## config.mk

```make
export PLATFORM = sky130hd
export DESIGN_NAME = adc_pace_top
export DESIGN_NICKNAME = d
export VERILOG_FILES = /design/src/rtl/adc_pace_pkg.sv /design/src/rtl/pace_prescale.sv /design/src/rtl/pace_rate_timer.sv /design/src/rtl/pace_pack.sv /design/src/rtl/adc_pace_top.sv
export SDC_FILE = /design/constraint.sdc
export NUM_CORES = 1
export LEC_CHECK = 0
export CORE_MARGIN = 5
export CORE_UTILIZATION = 50
export CTS_BUF_LIST = sky130_fd_sc_hd__clkbuf_8
export CTS_CLUSTER_DIAMETER = 30
export CTS_CLUSTER_SIZE = 12
export DETAILED_ROUTE_END_ITERATION = 12
export PLACE_DENSITY = 0.8
export REMOVE_ABC_BUFFERS = 1
export SLEW_MARGIN = 20
export SYNTH_ARGS = -nofsm -noshare
export SYNTH_HDL_FRONTEND = slang
export SYNTH_SLANG_ARGS = --single-unit
export TNS_END_PERCENT = 50
```

## constraint.sdc

```tcl
create_clock -name clk -period 2.3 [get_ports clk]
set_input_delay 0.69 -clock clk [delete_from_list [all_inputs] [get_ports clk]]
set_output_delay 0.69 -clock clk [all_outputs]
set_load 0.03 [all_outputs]
```

## src/rtl/adc_pace_pkg.sv

```systemverilog
package adc_pace_pkg;
    localparam int CTL_EN   = 0;
    localparam int CTL_IE   = 1;
    localparam int CTL_WIDE = 2;
    localparam int CTL_IRQ  = 3;
    localparam int CTL_OVR  = 4;
    localparam int CTL_W    = 5;

    localparam logic ADDR_RATE = 1'b0;
    localparam logic ADDR_CTL  = 1'b1;

    typedef struct packed {
        logic en;
        logic ie;
        logic wide;
        logic irq_st;
        logic ovr;
    } ctl_t;
endpackage

```

## src/rtl/pace_prescale.sv

```systemverilog
module pace_prescale #(
    parameter int PRE_DIV = 16,
    localparam int PW = (PRE_DIV > 1) ? $clog2(PRE_DIV) : 1
) (
    input  logic clk,
    input  logic rst_n,
    output logic tick
);
    logic [PW-1:0] ph_d, ph_q;

    always_comb begin
        tick = (ph_q == PW'(PRE_DIV - 1));
        ph_d = tick ? '0 : ph_q + 1'b1;
    end

    always_ff @(posedge clk) begin
        if (!rst_n) ph_q <= '0;
        else        ph_q <= ph_d;
    end
endmodule

```

## src/rtl/pace_rate_timer.sv

```systemverilog
module pace_rate_timer #(
    parameter int RATE_W = 8,
    localparam int CW = RATE_W + 1
) (
    input  logic              clk,
    input  logic              rst_n,
    input  logic              tick,
    input  logic [RATE_W-1:0] rate,
    output logic              expire
);
    logic [CW-1:0] cnt_d, cnt_q;

    // Reload with rate+1 and count down to 0, giving rate+2 ticks per period.
    always_comb begin
        cnt_d  = cnt_q;
        expire = tick && (cnt_q == '0);
        if (tick) begin
            if (cnt_q == '0) cnt_d = {1'b0, rate} + CW'(1);
            else             cnt_d = cnt_q - 1'b1;
        end
    end

    always_ff @(posedge clk) begin
        if (!rst_n) cnt_q <= '0;
        else        cnt_q <= cnt_d;
    end
endmodule

```

## src/rtl/pace_pack.sv

```systemverilog
module pace_pack #(
    parameter int SAMP_W = 8,
    localparam int WORD_W = 2 * SAMP_W
) (
    input  logic              clk,
    input  logic              rst_n,
    input  logic              capture,
    input  logic [SAMP_W-1:0] sample,
    input  logic              wide,
    input  logic              lane_clr,
    input  logic              ack,
    input  logic              tc,
    output logic              req,
    output logic [WORD_W-1:0] data,
    output logic              ovr_evt,
    output logic              tc_evt
);
    typedef struct packed {
        logic              req;
        logic [WORD_W-1:0] data;
        logic [SAMP_W-1:0] hold;
        logic              lane;
    } pk_t;

    pk_t d, q;
    logic              ack_ok;
    logic [WORD_W-1:0] word;

    always_comb begin
        d       = q;
        ovr_evt = 1'b0;
        ack_ok  = q.req && ack;
        tc_evt  = ack_ok && tc;
        word    = wide ? {sample, q.hold} : {{SAMP_W{1'b0}}, sample};
        if (ack_ok)   d.req  = 1'b0;
        if (lane_clr) d.lane = 1'b0;
        if (capture) begin
            if (wide && !d.lane) begin
                d.hold = sample;
                d.lane = 1'b1;
            end else begin
                d.lane = 1'b0;
                if (q.req && !ack_ok) begin
                    ovr_evt = 1'b1;
                end else begin
                    d.req  = 1'b1;
                    d.data = word;
                end
            end
        end
    end

    always_ff @(posedge clk) begin
        if (!rst_n) q <= '0;
        else        q <= d;
    end

    assign req  = q.req;
    assign data = q.data;
endmodule

```

## src/rtl/adc_pace_top.sv

```systemverilog
module adc_pace_top
    import adc_pace_pkg::*;
#(
    parameter int PRE_DIV = 16,
    parameter int RATE_W  = 8,
    parameter int SAMP_W  = 8
) (
    input  logic                clk,
    input  logic                rst_n,
    input  logic                cfg_we,
    input  logic                cfg_addr,
    input  logic [RATE_W-1:0]   cfg_wdata,
    input  logic                ctl_rd,
    output logic [CTL_W-1:0]    ctl_rdata,
    output logic                adc_strobe,
    input  logic [SAMP_W-1:0]   adc_data,
    output logic                dma_req,
    input  logic                dma_ack,
    input  logic                dma_tc,
    output logic [2*SAMP_W-1:0] dma_data,
    output logic                irq
);
    typedef struct packed {
        logic [RATE_W-1:0] rate;
        ctl_t              ctl;
    } regs_t;

    regs_t d, q;
    logic  tick, expire, lane_clr, ovr_evt, tc_evt;

    pace_prescale #(.PRE_DIV(PRE_DIV)) u_pre (
        .clk   (clk),
        .rst_n (rst_n),
        .tick  (tick)
    );

    pace_rate_timer #(.RATE_W(RATE_W)) u_tmr (
        .clk    (clk),
        .rst_n  (rst_n),
        .tick   (tick),
        .rate   (q.rate),
        .expire (expire)
    );

    assign adc_strobe = expire && q.ctl.en;

    pace_pack #(.SAMP_W(SAMP_W)) u_pack (
        .clk      (clk),
        .rst_n    (rst_n),
        .capture  (adc_strobe),
        .sample   (adc_data),
        .wide     (q.ctl.wide),
        .lane_clr (lane_clr),
        .ack      (dma_ack),
        .tc       (dma_tc),
        .req      (dma_req),
        .data     (dma_data),
        .ovr_evt  (ovr_evt),
        .tc_evt   (tc_evt)
    );

    always_comb begin
        d        = q;
        lane_clr = 1'b0;
        if (cfg_we) begin
            if (cfg_addr == ADDR_RATE) begin
                d.rate = cfg_wdata;
            end else begin
                d.ctl.en   = cfg_wdata[CTL_EN];
                d.ctl.ie   = cfg_wdata[CTL_IE];
                d.ctl.wide = cfg_wdata[CTL_WIDE];
                lane_clr   = cfg_wdata[CTL_EN] && !q.ctl.en;
            end
        end
        if (ctl_rd) begin
            d.ctl.irq_st = 1'b0;
            d.ctl.ovr    = 1'b0;
        end
        if (ovr_evt) d.ctl.ovr = 1'b1;
        if (tc_evt) begin
            d.ctl.irq_st = 1'b1;
            d.ctl.en     = 1'b0;
        end
    end

    always_ff @(posedge clk) begin
        if (!rst_n) q <= '0;
        else        q <= d;
    end

    always_comb begin
        ctl_rdata           = '0;
        ctl_rdata[CTL_EN]   = q.ctl.en;
        ctl_rdata[CTL_IE]   = q.ctl.ie;
        ctl_rdata[CTL_WIDE] = q.ctl.wide;
        ctl_rdata[CTL_IRQ]  = q.ctl.irq_st;
        ctl_rdata[CTL_OVR]  = q.ctl.ovr;
    end

    assign irq = q.ctl.irq_st && q.ctl.ie;
endmodule

```

* Word level (Yosys, flattened, before mapping) *
Cells that the tools add are included.

storage, ports and cells
  bits in registers = 52
  input bits = 23
  output and inout port bits = 24
  word-level logic and storage cells = 57

operators by class
  add/sub/neg operators = 3
  equality and inequality tests = 1
  multiplexer cells = 17
  bitwise operators = 4
  reduce and logical (&&, ||, !) cells = 20

operator list
  cell                                                                number
  17-bit 2-to-1 mux                                                   2
  26-bit 2-to-1 mux                                                   1
  16-bit 2-to-1 mux                                                   1
  1-bit 2-to-1 mux                                                    10
  8-bit by 1-bit adder with 9-bit output, second input constant       1
  9-bit zero test                                                     1
  9-bit 2-to-1 mux                                                    1
  9-bit by 1-bit subtractor with 9-bit output, second input constant  1
  1-bit logical AND                                                   8
  8-bit 2-to-1 mux                                                    1
  2-bit AND reduction                                                 3
  4-bit by 1-bit adder with 4-bit output, second input constant       1
  4-bit == test, second input constant                                1
  1-bit NOT                                                           4
  2-bit nonzero test                                                  2
  2-bit OR reduction                                                  2
  1-bit zero test                                                     3
  3-bit AND reduction                                                 1
  2-bit 2-to-1 mux                                                    1

* Longest topological paths before layout *
Gate-level depths: netlist of the first run.

  word-level depth = 10
  mapped depth = 9
  gate-level depth less buffers = 7

* Hierarchy *
A second synthesis of the first run with hierarchy kept.

unflattened totals
  cell total of the unflattened synthesis = 302
  area, all modules = 2697.6 sq um

by module, submodules not included
  module           instances  cells an instance  area an instance (sq um)  seq. area each (sq um)
  pace_pack        1          144                1316.3                    520.5
  pace_rate_timer  1          79                 664.4                     180.2
  adc_pace_top     1          63                 548.0                     260.2
  pace_prescale    1          16                 168.9                     80.1

* Worst setup path before layout of the first run *
No wires, ideal clock.

  kind = register to output
  start = register u_tmr.cnt_q[0]
  end = output adc_strobe
  arrival = 1.380 ns
  data required time = 1.610 ns
  path slack = 0.230 ns
  stages on the path, launching flop included = 6
  path buffers = 0
  cell sequence = dfxtp_1 > inv_1 > ha_1 > nor2b_1 > nand4_1 > nor2_1

between the ends
  cells in the longest elaborated chain, start to end = 3

ends and longest elaborated chain
  element                 RTL line               RTL
  start, declared         pace_rate_timer.sv:11  logic [CW-1:0] cnt_d, cnt_q;
  start signal, assigned  pace_rate_timer.sv:25  else cnt_q <= cnt_d;
  9-bit zero test         pace_rate_timer.sv:16  expire = tick && (cnt_q == '0);
  1-bit logical AND       pace_rate_timer.sv:16
  1-bit logical AND       adc_pace_top.sv:45     assign adc_strobe = expire && q.ctl.en;
  end, declared           adc_pace_top.sv:15     output logic adc_strobe,

Every way passes these cells.

* Worst setup path after layout of the first run *
  start = register q (netlist bit ctl_rdata[1])
  end = output irq

between the ends
  cells in the longest elaborated chain, start to end = 1

ends and longest elaborated chain
  element                 RTL line             RTL
  start, declared         adc_pace_top.sv:28   regs_t d, q;
  start signal, assigned  adc_pace_top.sv:87   if (!rst_n) q <= '0;
  start signal, assigned  adc_pace_top.sv:88   else q <= d;
  1-bit logical AND       adc_pace_top.sv:100  assign irq = q.ctl.irq_st && q.ctl.ie;
  end, declared           adc_pace_top.sv:21   output logic irq

Every way passes these cells.

==> results of run 1 <==
## power breakdown
| part | internal [mW] | total [mW] | switching, mW |
|---|---|---|---|
| clock network | 0.237 | 0.516 | 0.279 |
| registers | 0.913 | 0.929 | 0.0160 |
| logic | 0.0804 | 0.138 | 0.0577 |
| total | 1.23 | 1.58 | 0.353 |
## final cells by class
class	instances	area share, %
clock buffers	6	2.62
multi-input cells	198	41.8
well taps	70	2.78
inverters	5	0.595
clock inverters	2	0.238
flip-flops and latches	52	33.0
repair buffers	62	19.0
## logic make-up (layout without fill, tap and decap cells)
| logic type | after synthesis | in the layout | share of synthesized area [%] |
|---|---|---|---|
| xor+xnor | 8 | 8 | 2.70 |
| buf+inv | 41 | 75 | 10.1 |
| simple gates | 115 | 115 | 23.5 |
| compound gates | 48 | 48 | 13.0 |
| flops | 52 | 52 | 40.1 |
| mux | 24 | 24 | 9.24 |
| fa+ha+maj | 3 | 3 | 1.44 |
## per-stage QoR
stage / cell area (um2) / hold WS [ns] / utilization (%) / setup WS, ns / power (mW)
floorplan: 2350 / 0.430 / - / -0.0181 / 1.00
global placement: 3030 / 0.437 / 59.7 / -0.0308 / 1.09
detailed placement: 3030 / 0.445 / 59.7 / -0.0481 / 1.09
CTS: 3120 / 0.460 / 61.5 / 0.0135 / 1.60
global route: 3160 / 0.496 / 62.2 / 0.0261 / 1.66
finish: 3160 / 0.459 / 62.2 / 0.135 / 1.58
## per-layer routing
metal,wire length [um],vias to the layer above,share of wire (%),global-route usage (%)
met2,2520,45,47,27.2
met4,85,0,1.6,6.15
li1,-,1058,-,-
met3,247,7,4.6,4.56
met5,0,-,0,0
met1,2470,951,46,23.1
## state kept, by name, summed over array words and instances, names as in the netlist
| register | count |
|---|---|
| u_pack.data | 16 |
| u_pack.q | 9 |
| u_tmr.cnt_q | 9 |
| q | 8 |
| ctl_rdata | 5 |
| u_pre.ph_q | 4 |
| u_pack.req | 1 |
## tightest hold or removal path: cells and delay by family (launching register included)
family | cells | cell delay [ns]
simple gates | 1 | 0.05
compound gates | 1 | 0.04
flops | 1 | 0.32
## synth_stat cells (all sizes together)
cell and instances:
mux2i 24, ha 3, o31a 1, nor2 10
dfxtp 52, and4b 1, a21oi 10, or4 1
and3 5, a211oi 1, and4 1, nand2 27
or3 2, nand2b 3, nand4 7, nor2b 23
a21boi 15, o21bai 1, buf 28, o21a 1
o41ai 1, inv 5, o21ai 9, nor3 7
and2 3, nand3 24, xnor2 6, xor2 2
o211a 8, clkbuf 8, nor4 1, a221oi 1
## path summary, 6_finish.rpt
check	start	slack [ns]	endpoint
hold reg to reg	u_pack.data[15]	0.46	u_pack.data[15]
setup reg to reg	u_tmr.cnt_q[5]	0.22	u_pack.q[8]
setup / recovery	ctl_rdata[1]	0.13	irq
hold / removal	u_pack.data[15]	0.46	u_pack.data[15]
## timing repair
item                       in CTS  in global routing
setup buffers                   0                  2
cloned                          0                  0
setup endpoints to repair       1                  9
pin swaps                       0                  2
resized for setup               2                  4
==> run metrics, run 1 <==
sequential share of the synthesized area=40.1%; worst voltage drop across the vdd grid=0.370 mV; worst reg2reg path depth=6; Num CTS Buffers=5; top library cells by usage in the layout, fill and taps aside=52 x sky130_fd_sc_hd__dfxtp_1, 44 x sky130_fd_sc_hd__clkdlybuf4s50_1, 27 x sky130_fd_sc_hd__nand2_1; outcome=finished clean; router iterations before antenna repair=4; CTS tree=yes; row count=26; Pins Over Slew Limit=0; number of standard cells after synthesis=291; Post-CTS Hold Buffers=0; depth of the CTS H-tree=2; flip-flop and latch count after synthesis=52; via count of the routed design=2061; total congestion overflow=0; Hold Path Stages=2; startpoint kind of the worst setup timing path=flip-flop; number of DRC violations after detailed-routing iteration 0=108; Final Net Count=350; summed negative setup slack over all endpoints=0 ns; power density over cell area=502 nW/um2; worst min-delay path class=reg2reg; wire per inst=13.5 um; Final min period=2.17 ns; area of all sequential standard cells=1040 um2; vias in the first global route=1971; CP max stage cell=sky130_fd_sc_hd__clkdlybuf4s50_1; Std-Cell Core Area=5070 um2; CP Capture Type=output pin; mean cell area of the mapped netlist=8.93 um2; effective utilization at floorplan=51.2%; leakage component of the power=1.21 nW; Final Setup Violations=0; maximum number of pins on one net before global-route repair=54; number of warnings printed during yosys synthesis=0; total number of clock tree sinks=52; clk slew on worst S/H paths=0.09 ns; most common cell after layout, fill and taps aside=sky130_fd_sc_hd__dfxtp_1; area enclosed by the die boundary=6740 um2; setup repair after global routing missed its margin=false; final WL=5320 um; number of cells on the critical path=2; count of port buffers added during placement=46; die extent in x=82.1 um; total area of multi-input combinational cells=1320 um2; root buffer cell=sky130_fd_sc_hd__clkbuf_8; number of buffer and inverter instances along the worst setup path=1; number of max-cap violations=0; number of I/O pins=47; Layout Cells excl Fill=395; dominant cell type by area after synthesis=sky130_fd_sc_hd__dfxtp_1; normalized max-slew margin=68.2%; data arrival time of the critical path=1.48 ns; Critical Setup Path Class=reg2out; fmax=462 MHz; most area-consuming cells after synthesis=sky130_fd_sc_hd__dfxtp_1 40%, sky130_fd_sc_hd__mux2i_1 9.2%, sky130_fd_sc_hd__buf_4 6.6%, sky130_fd_sc_hd__nor2b_1 5.5%, sky130_fd_sc_hd__nand3_1 4.6%; data required time at the worst endpoint=1.61 ns; antenna violations before repair=0; share of layout cells above drive strength 1=8.92%; last weighted congestion value of the routability-driven placer=0.843; worst-margin pin slew=0.473 ns; top-area cell type share of the netlist area=40.1%; cell breakdown of the critical path=and2_1, clkdlybuf4s50_1; slowest cell delay on critical path=0.66 ns; number of instances in the placed design=385; antenna cell count=0; global-route wire length before repair=9090 um; Netlist cell types=36; vias per inst=5.22; DP Wirelength=3750 um; gr usage total=17.4%; clock latency on the worst-skew pair=0.30 ns; post-route antenna net violation count=0; worst-path maximum fanout=3; total of fill cells in the finished design=450; Hold Violations, Final=0; Die Ht=82.1 um; area of the mapped netlist=2600 um2; maximum buffer depth of the clock tree=2; area overhead of the layout relative to synthesis=21.4%; final critical-path share of the clock period=94.1%; Final Skew=0.00483 ns; post-detailed-route DRC marker count=0; kind of cell adding the most delay to the critical path=buffers and inverters
No activity file was read; power rests on OpenSTA's default activity.
==> inputs of run 2 (changes only) <==
--- a/config.mk
+++ b/config.mk
@@ -11,7 +11,8 @@
 export CTS_CLUSTER_DIAMETER = 30
 export CTS_CLUSTER_SIZE = 12
 export DETAILED_ROUTE_END_ITERATION = 12
-export PLACE_DENSITY = 0.8
+export HOLD_SLACK_MARGIN = 0.08
+export PLACE_DENSITY = 0.83
 export REMOVE_ABC_BUFFERS = 1
 export SLEW_MARGIN = 20
 export SYNTH_ARGS = -nofsm -noshare
==> run metrics, run 2 (same netlist as run 1, synthesis figures left out) <==
clk slew on worst S/H paths=0.09 ns (about the same); most common cell after layout, fill and taps aside=sky130_fd_sc_hd__dfxtp_1; vias in the first global route=1921 (-2.5%); effective utilization at floorplan=51.2% (unchanged); fmax=458 MHz (-0.82%); Pins Over Slew Limit=0 (unchanged); final WL=5350 um (+0.54%); number of max-cap violations=0 (unchanged); reg2reg start=u_tmr.cnt_q[2]; last weighted congestion value of the routability-driven placer=0.816 (-3.2%); power density over cell area=505 nW/um2 (+0.67%); startpoint kind of the worst setup timing path=primary input; instance area after placement=3030 um2 (unchanged); vias per inst=5.22 (about the same); depth of the CTS H-tree=2 (unchanged); antenna violations before repair=0 (unchanged); count of port buffers added during placement=46 (unchanged); Hold Path Stages=2 (unchanged); Final Setup Violations=0 (unchanged); maximum buffer depth of the clock tree=2 (unchanged); maximum number of pins on one net before global-route repair=54 (unchanged); Die Ht=82.1 um (unchanged); final critical-path share of the clock period=94.9% (+0.78 points); number of flip-flops in the largest register=16 (unchanged); outcome=finished clean; post-route antenna net violation count=0 (unchanged); worst-margin pin slew=0.476 ns (+0.00276 ns); die extent in x=82.1 um (unchanged); area enclosed by the die boundary=6740 um2 (unchanged); total of fill cells in the finished design=458 (+1.8%); worst reg2reg path depth=7 (+1); top library cells by usage in the layout, fill and taps aside=51 x sky130_fd_sc_hd__dfxtp_1, 44 x sky130_fd_sc_hd__clkdlybuf4s50_1, 27 x sky130_fd_sc_hd__nand2_1; router iterations before antenna repair=4 (unchanged); root buffer cell=sky130_fd_sc_hd__clkbuf_8; worst voltage drop across the vdd grid=0.389 mV (+5.0%); row count=26 (unchanged); startpoint of the worst hold path=u_pack.data[12]; clock latency on the worst-skew pair=0.30 ns (about the same); finished layout cell area=3150 um2 (about the same); Final Net Count=350 (unchanged); leakage component of the power=1.21 nW (+0.35%); wire per inst=13.5 um (+0.54%); post-detailed-route DRC marker count=0 (unchanged); Post-CTS Hold Buffers=0 (unchanged); DP Wirelength=3760 um (+0.29%); Final min period=2.18 ns (+0.0178 ns); Hold Violations, Final=0 (unchanged); normalized max-slew margin=68.0% (-0.19 points); Num CTS Buffers=5 (unchanged); antenna cell count=0 (unchanged); CP Capture Type=flip-flop; pre-CTS worst setup slack=-0.189 ns (-0.141 ns); Final Skew=0.00570 ns (+0.000868 ns); number of I/O pins=47 (unchanged); total number of clock tree sinks=52 (unchanged); data arrival time of the critical path=2.42 ns (+0.94 ns); final cell utilization of the core=62.2% (about the same); gr usage total=17.2% (-0.20 points); share of layout cells above drive strength 1=8.92% (unchanged); Critical Setup Path Class=in2reg; via count of the routed design=2063 (+0.097%); worst min-delay path class=reg2reg; Final Worst Setup Slack=0.117 ns (-0.0178 ns); summed negative setup slack over all endpoints=0 ns (unchanged); data required time at the worst endpoint=2.53 ns (+0.92 ns); endpoint with the worst hold slack=u_pack.data[12]; Std-Cell Core Area=5070 um2 (unchanged); number of DRC violations after detailed-routing iteration 0=154 (+43%); Register-to-Register Setup Slack=0.22 ns (about the same); CTS tree=yes; global-route wire length before repair=9000 um (-0.99%); endpoint of the lowest-slack register-to-register path=u_pack.data[8]; worst-path maximum fanout=24 (+21); area overhead of the layout relative to synthesis=21.4% (about the same); WHS=0.466 ns (+0.00681 ns); total congestion overflow=0 (unchanged)
==> run 2: per-stage QoR <==
step / power, mW / std cells
after CTS: 1.60 / 393
after detailed placement: 1.09 / 385
after floorplan: 1.00 / 255
final: 1.59 / 395
after global placement: 1.09 / 385
after global routing: 1.66 / 395
==> run 2: what timing repair did <==
action	CTS	global route
endpoints found under the setup margin	1	3
pin swaps	0	2
resized for setup	1	5
cloned	0	0
buffers inserted	0	2
==> run 2: per-layer routing <==
layer  wire [um]  track usage (%)  vias to the layer above  share of wire (%)
met3         233             4.77                        5                4.4
met4          51             4.65                        0               0.95
li1            -                -                     1052                  -
met2        2490             26.7                       38                 46
met5           0                0                        -                  0
met1        2580             23.4                      968                 48
==> run 2: layout make-up <==
class	instances	area (um2)	share of cell area, %
flip-flops and latches	52	1040	33.0
clock inverters	2	7.51	0.238
clock buffers	6	82.6	2.62
repair buffers	62	601	19.0
well taps	70	87.6	2.78
multi-input cells	198	1320	41.7
inverters	5	18.8	0.595
==> run 2: where the power goes <==
| group | switching, mW | total [mW] | leakage, nW | internal (mW) |
|---|---|---|---|---|
| logic | 0.0572 | 0.137 | 0.735 | 0.0802 |
| registers | 0.0161 | 0.929 | 0.421 | 0.913 |
| clock network | 0.289 | 0.527 | 0.0538 | 0.237 |
| total | 0.363 | 1.59 | 1.21 | 1.23 |
==> run 2: critical path, cell delays in order <==
cell and delay [ns]:
sky130_fd_sc_hd__clkdlybuf4s50_1 0.41, sky130_fd_sc_hd__and4b_1 0.23, sky130_fd_sc_hd__o21ai_0 0.35, sky130_fd_sc_hd__and3_1 0.28
sky130_fd_sc_hd__buf_12 0.17, sky130_fd_sc_hd__nand3_1 0.09, sky130_fd_sc_hd__a21boi_0 0.18
==> run 2: worst max path at each step <==
stage,slack [ns],endpoint,startpoint
final,0.12,u_pack.data[8],cfg_wdata[0]
after global routing,-0.005,u_pack.data[14],cfg_we
after CTS,0.004,adc_strobe,u_tmr.cnt_q[0]
after detailed placement,-0.19,u_pack.data[14],cfg_wdata[0]
after global placement,-0.09,u_pack.data[9],cfg_wdata[0]
after floorplan,-0.02,u_pack.q[1],ctl_rdata[2]
